## src/rtl/lwd_pkg.sv

```systemverilog
package lwd_pkg;
  typedef enum logic [1:0] {
    MD_SLEEP = 2'd0,
    MD_STBY  = 2'd1,
    MD_NORM  = 2'd2,
    MD_SLOW  = 2'd3
  } lwd_mode_e;

  typedef enum logic [1:0] {
    RW_BLOCK,
    RW_IDLE,
    RW_DOM,
    RW_LONG
  } rw_state_e;

  // bus pattern is watched in sleep and standby only
  function automatic logic lwd_listen(input logic [1:0] m);
    return (m == MD_SLEEP) || (m == MD_STBY);
  endfunction

  function automatic logic lwd_asleep(input logic [1:0] m);
    return m == MD_SLEEP;
  endfunction
endpackage

```

## src/rtl/lwd_sync.sv

```systemverilog
module lwd_sync #(
  parameter int W = 2
) (
  input  logic         clk,
  input  logic         rst_n,
  input  logic [W-1:0] d,
  output logic [W-1:0] q
);
  for (genvar i = 0; i < W; i++) begin : g_bit
    logic s1, s2;
    always_ff @(posedge clk or negedge rst_n) begin
      if (!rst_n) begin
        s1 <= 1'b0;
        s2 <= 1'b0;
      end else begin
        s1 <= d[i];
        s2 <= s1;
      end
    end
    assign q[i] = s2;
  end
endmodule

```

## src/rtl/lwd_debounce.sv

```systemverilog
module lwd_debounce #(
  parameter int DEB_TICKS = 20,
  parameter int CW        = 5
) (
  input  logic clk,
  input  logic rst_n,
  input  logic tick,
  input  logic pin_s,
  input  logic asleep,
  output logic wake_pulse,
  output logic deb_hit
);
  logic          level;
  logic [CW-1:0] cnt;
  logic          differs;

  assign differs = pin_s != level;
  assign deb_hit = differs && tick && (cnt == CW'(DEB_TICKS - 1));

  always_ff @(posedge clk or negedge rst_n) begin
    if (!rst_n) begin
      level      <= 1'b0;
      cnt        <= '0;
      wake_pulse <= 1'b0;
    end else begin
      wake_pulse <= 1'b0;
      if (!differs) begin
        cnt <= '0;
      end else if (deb_hit) begin
        level      <= pin_s;
        cnt        <= '0;
        wake_pulse <= asleep;
      end else if (tick) begin
        cnt <= cnt + CW'(1);
      end
    end
  end
endmodule

```

## src/rtl/lwd_remote.sv

```systemverilog
module lwd_remote
  import lwd_pkg::*;
#(
  parameter int WAKE_TICKS = 60,
  parameter int CW         = 6
) (
  input  logic clk,
  input  logic rst_n,
  input  logic tick,
  input  logic dom_s,
  input  logic listen,
  output logic wake_pulse,
  output logic armed
);
  rw_state_e     st;
  logic [CW-1:0] cnt;

  assign armed = st == RW_LONG;

  always_ff @(posedge clk or negedge rst_n) begin
    if (!rst_n) begin
      st         <= RW_BLOCK;
      cnt        <= '0;
      wake_pulse <= 1'b0;
    end else begin
      wake_pulse <= 1'b0;
      if (!listen) begin
        st <= RW_BLOCK;
      end else begin
        case (st)
          RW_BLOCK: if (!dom_s) st <= RW_IDLE;
          RW_IDLE: if (dom_s) begin
            st  <= RW_DOM;
            cnt <= '0;
          end
          RW_DOM: begin
            if (!dom_s) st <= RW_IDLE;
            else if (tick) begin
              if (cnt == CW'(WAKE_TICKS - 1)) st <= RW_LONG;
              else cnt <= cnt + CW'(1);
            end
          end
          RW_LONG: if (!dom_s) begin
            st         <= RW_IDLE;
            wake_pulse <= 1'b1;
          end
          default: st <= RW_BLOCK;
        endcase
      end
    end
  end
endmodule

```

## src/rtl/lin_wake_detect.sv

```systemverilog
module lin_wake_detect
  import lwd_pkg::*;
#(
  parameter int DEB_TICKS  = 20,
  parameter int WAKE_TICKS = 60
) (
  input  logic       clk,
  input  logic       rst_n,
  input  logic       tick,
  input  logic       bus_dominant,
  input  logic       wake_pin,
  input  logic [1:0] mode,
  input  logic       flag_clear,
  output logic       local_wake,
  output logic       remote_wake,
  output logic       remote_flag
);
  localparam int DEB_W  = $clog2(DEB_TICKS + 1);
  localparam int WAKE_W = $clog2(WAKE_TICKS + 1);

  logic [1:0] raw_in, syn_in;
  logic       bus_s, pin_s, armed, deb_hit;

  assign raw_in = {bus_dominant, wake_pin};
  assign bus_s  = syn_in[1];
  assign pin_s  = syn_in[0];

  lwd_sync #(.W(2)) u_sync (
    .clk(clk), .rst_n(rst_n), .d(raw_in), .q(syn_in)
  );

  lwd_debounce #(.DEB_TICKS(DEB_TICKS), .CW(DEB_W)) u_local (
    .clk(clk), .rst_n(rst_n), .tick(tick), .pin_s(pin_s),
    .asleep(lwd_asleep(mode)), .wake_pulse(local_wake), .deb_hit(deb_hit)
  );

  lwd_remote #(.WAKE_TICKS(WAKE_TICKS), .CW(WAKE_W)) u_remote (
    .clk(clk), .rst_n(rst_n), .tick(tick), .dom_s(bus_s),
    .listen(lwd_listen(mode)), .wake_pulse(remote_wake), .armed(armed)
  );

  // a fresh wake wins over a simultaneous clear
  always_ff @(posedge clk or negedge rst_n) begin
    if (!rst_n) remote_flag <= 1'b0;
    else if (remote_wake) remote_flag <= 1'b1;
    else if (flag_clear) remote_flag <= 1'b0;
  end
endmodule

```

## config.mk

```make
export PLATFORM = sky130hd
export DESIGN_NAME = lin_wake_detect
export DESIGN_NICKNAME = d
export VERILOG_FILES = /design/src/rtl/lwd_pkg.sv /design/src/rtl/lwd_sync.sv /design/src/rtl/lwd_debounce.sv /design/src/rtl/lwd_remote.sv /design/src/rtl/lin_wake_detect.sv
export SDC_FILE = /design/constraint.sdc
export NUM_CORES = 1
export LEC_CHECK = 0
export CAP_MARGIN = 20
export CORE_MARGIN = 3
export CORE_UTILIZATION = 44
export DETAILED_ROUTE_END_ITERATION = 10
export DONT_BUFFER_PORTS = 1
export PLACE_DENSITY = 0.67
export SLEW_MARGIN = 20
export SYNTH_ARGS = -nofsm -noshare
export SYNTH_HDL_FRONTEND = slang
export SYNTH_SLANG_ARGS = --single-unit
```

## constraint.sdc

```tcl
create_clock -name clk -period 2.8 [get_ports clk]
set_input_delay 0 -clock clk [delete_from_list [all_inputs] [get_ports clk]]
set_output_delay 0 -clock clk [all_outputs]
set_load 0.02 [all_outputs]
```

==> key figures <==
Power
  – Final Total Pwr: 0.725 mW
  – Leakage Power: 0.563 nW
  – P per Cell Area: 629 nW/µm²
  – Max IR drop VDD: 344 µV

Place
  – Detail Placement HPWL: 1300 µm
  – Routability Congestion: 0.886
  – DP Worst Slack: 954 ps
  – Count of input and output buffers: 0
  – Post-Place Cell Area: 1050 µm²

STA
  – Achievable Freq: 525 MHz
  – Endpoints failing setup: 0
  – Worst setup margin: 894 ps
  – Unrepaired setup endpoints after global routing: no
  – Fin. Hold Viols: 0
  – Worst slew pin tran: 919 ps
  – Final hold slack: 29.0 ps
  – Clock skew: 9.09 ps
  – Final period util: 0.681
  – Slew HR: 0.385
  – Max-slew violations: 0
  – Fin Setup TNS: 0 ps
  – Post-layout min period: 1910 ps

Synthesis
  – Post-Syn Area: 1020 µm²
  – Netlist cell types: 33
  – Post-synthesis sequential area ratio: 0.517
  – YS warnings: 0
  – Post-Synthesis Cells: 94
  – Post-synth EDFFs: 0
  – Adder-cell share of the synthesized area: 0.0615
  – Post-Synth XOR/XNOR Area: 0.0172
  – Simple-gate share of the synthesized area: 0.219
  – Largest family of logic cells by synthesized area: simple AND/OR/NAND/NOR gates
  – Mux share of post-synthesis cell area: 0.0320
  – Ys async rst share: 1.00
  – Synth Area per Inst: 10.8 µm²
  – Post-synthesis compound-gate area fraction: 0.134
  – Top_reg_cell synth: dfrtp_1
  – FF+latch count, synth: 21
  – Mapped Nets: 107

Finish
  – # diodes: 0
  – Finished Cell Area: 1150 µm²
  – Synth-to-Final Area Change: 13.4%
  – Share of cells above drive strength 1: 0.105
  – Number of nets in the layout: 119

Clocking
  – CTS tree: done
  – Post-CTS Setup Bufs: 0
  – Sinks on the clock net: 21
  – H-tree depth: 1
  – Post_cts resized: 0
  – CTS root buf: clkbuf_4
  – Worst-case clock buffer depth: 2
  – Num CTS Buffers: 3
  – Hold_buf cts: 8
  – Clk slew on worst S/H paths: 120 ps
  – Clk Latency, worst-skew pair: 310 ps

GRT
  – First-pass GRT wire length: 3010 µm
  – Vias in the first global route: 698
  – GRT Resource Usage Total: 0.148
  – Pin count of the biggest net entering global routing: 22
  – Initial antenna violation count: 0
  – GRT overflow: 0

Setup path
  – CP endpoint kind: flop
  – Setup CP Type: reg -> reg
  – Worst Path Max Fanout: 9
  – R2r endpoint: u_remote.cnt[0]
  – R2r worst-path depth: 6
  – CP Data Required Time: 3010 ps
  – Critical Path Start Type: flop
  – Worst r2r src: u_remote.st[0]
  – R2R Setup Slk: 890 ps
  – Arrival time at the worst endpoint: 2110 ps

Floorplan
  – Die span in y: 54.1 µm
  – Placeable Area: 2080 µm²
  – Cell row count: 16
  – Die span in x: 54.1 µm
  – Ports: 11
  – Initial core utilization: 0.489
  – Die area: 2920 µm²

Drt
  – Initial DRC Count: 13
  – Routed WL per cell: 14.2 µm
  – Drt pass-1 iters: 4
  – Vias post-DR: 733
  – Aggregate routed wire length: 1880 µm
  – Post-route DRC: 0
  – Post-route ant nets: 0
  – Vias per Instance: 5.55

Job
  – Max-cap viol count: 0

Hold path
  – Hold_sp: mode[1]
  – Hold-critical path endpoint: u_remote.cnt[2]
  – Hold Path Depth: 3
  – Hold Crit Class: in -> reg

Status
  – Status: finished clean
-- stage by stage --
stage / cells / util
3_3_place_gp: 120 / 0.502
6_report: 132 / 0.554
2_1_floorplan: 94 / -
4_1_cts: 132 / 0.554
5_1_grt: 132 / 0.554
3_5_place_dp: 120 / 0.502
-- worst max path at each step --
stage	from	endpoint	cells after the start
detailed placement	u_remote.st[0]	u_remote.cnt[0]	6
finish	u_remote.st[0]	u_remote.cnt[0]	6
global placement	u_remote.st[0]	u_remote.cnt[0]	6
global route	u_remote.st[0]	u_remote.cnt[0]	6
CTS	u_remote.st[0]	u_remote.cnt[0]	6
floorplan	u_remote.st[0]	u_remote.cnt[0]	7
-- state kept, by name, indices dropped and copies added, names as in the netlist --
name                 count
u_remote.cnt             6
u_local.cnt              5
u_remote.st              2
u_sync.g_bit.s1          2
u_sync.g_bit.s2          2
remote_flag              1
u_local.level            1
u_local.wake_pulse       1
u_remote.wake_pulse      1
-- cell families after synthesis --
| kind of cell | count (synthesis) |
|---|---|
| fa+ha+maj | 5 |
| xor+xnor | 2 |
| buf+inv | 5 |
| flops | 21 |
| mux | 3 |
| compound gates | 21 |
| simple gates | 37 |
-- area by class of cell --
| class | instances | area, µm² |
|---|---|---|
| sequential | 21 | 526 |
| tap | 27 | 33.8 |
| clock inverter | 1 | 5.00 |
| timing repair buffer | 8 | 80.1 |
| multi-input combinational | 68 | 472 |
| clock buffer | 3 | 22.5 |
| inverter | 4 | 15.0 |
| fill | 200 | 928 |
-- placed cells by master, fill, tap and decap left out, drive strengths merged, types with 4 or more instances in the layout --
cell type	instances
nand2	6
a21oi	6
nor2	5
inv	4
o21ai	5
nand3	5
dlygate4sd3	8
dfrtp	21
ha	5
nor2b	4
-- routing by layer --
metal  global-route usage  vias up  share of wire
li1                     -      363              -
met1                0.172      349           0.44
met2                0.254       19           0.50
met3               0.0582        2          0.050
met4               0.0373        0         0.0064
met5                    0        -              0
-- critical path: stages (launching register included) --
cell	delay [ps]
dfrtp_1	420
inv_1	90
ha_1	340
nand4b_2	210
a21oi_1	290
a21oi_1	160
mux2_2	300
-- power breakdown --
group / leakage (nW) / internal [mW] / total [mW] / switching (mW)
sequential: 0.278 / 0.345 / 0.389 / 0.0441
combinational: 0.268 / 0.0937 / 0.190 / 0.0966
clock: 0.0177 / 0.0533 / 0.146 / 0.0923
total: 0.563 / 0.492 / 0.725 / 0.233
-- Yosys cell counts, types with 2 or more instances --
master    count  share of area
nand2_1       6          0.022
inv_1         4          0.015
nor2b_1       4          0.025
nor2_1        5          0.018
nand3_1       5          0.025
a21o_1        3          0.022
o41ai_1       2          0.017
nand3b_1      2          0.015
a22o_1        2          0.017
nor3_1        3          0.015
dfrtp_1      21           0.52
ha_1          5          0.062
o21ai_0       5          0.025
mux2_2        2          0.022
nor3b_1       2          0.015
a21oi_1       6          0.030
No activity file was read; power rests on OpenSTA's default activity.
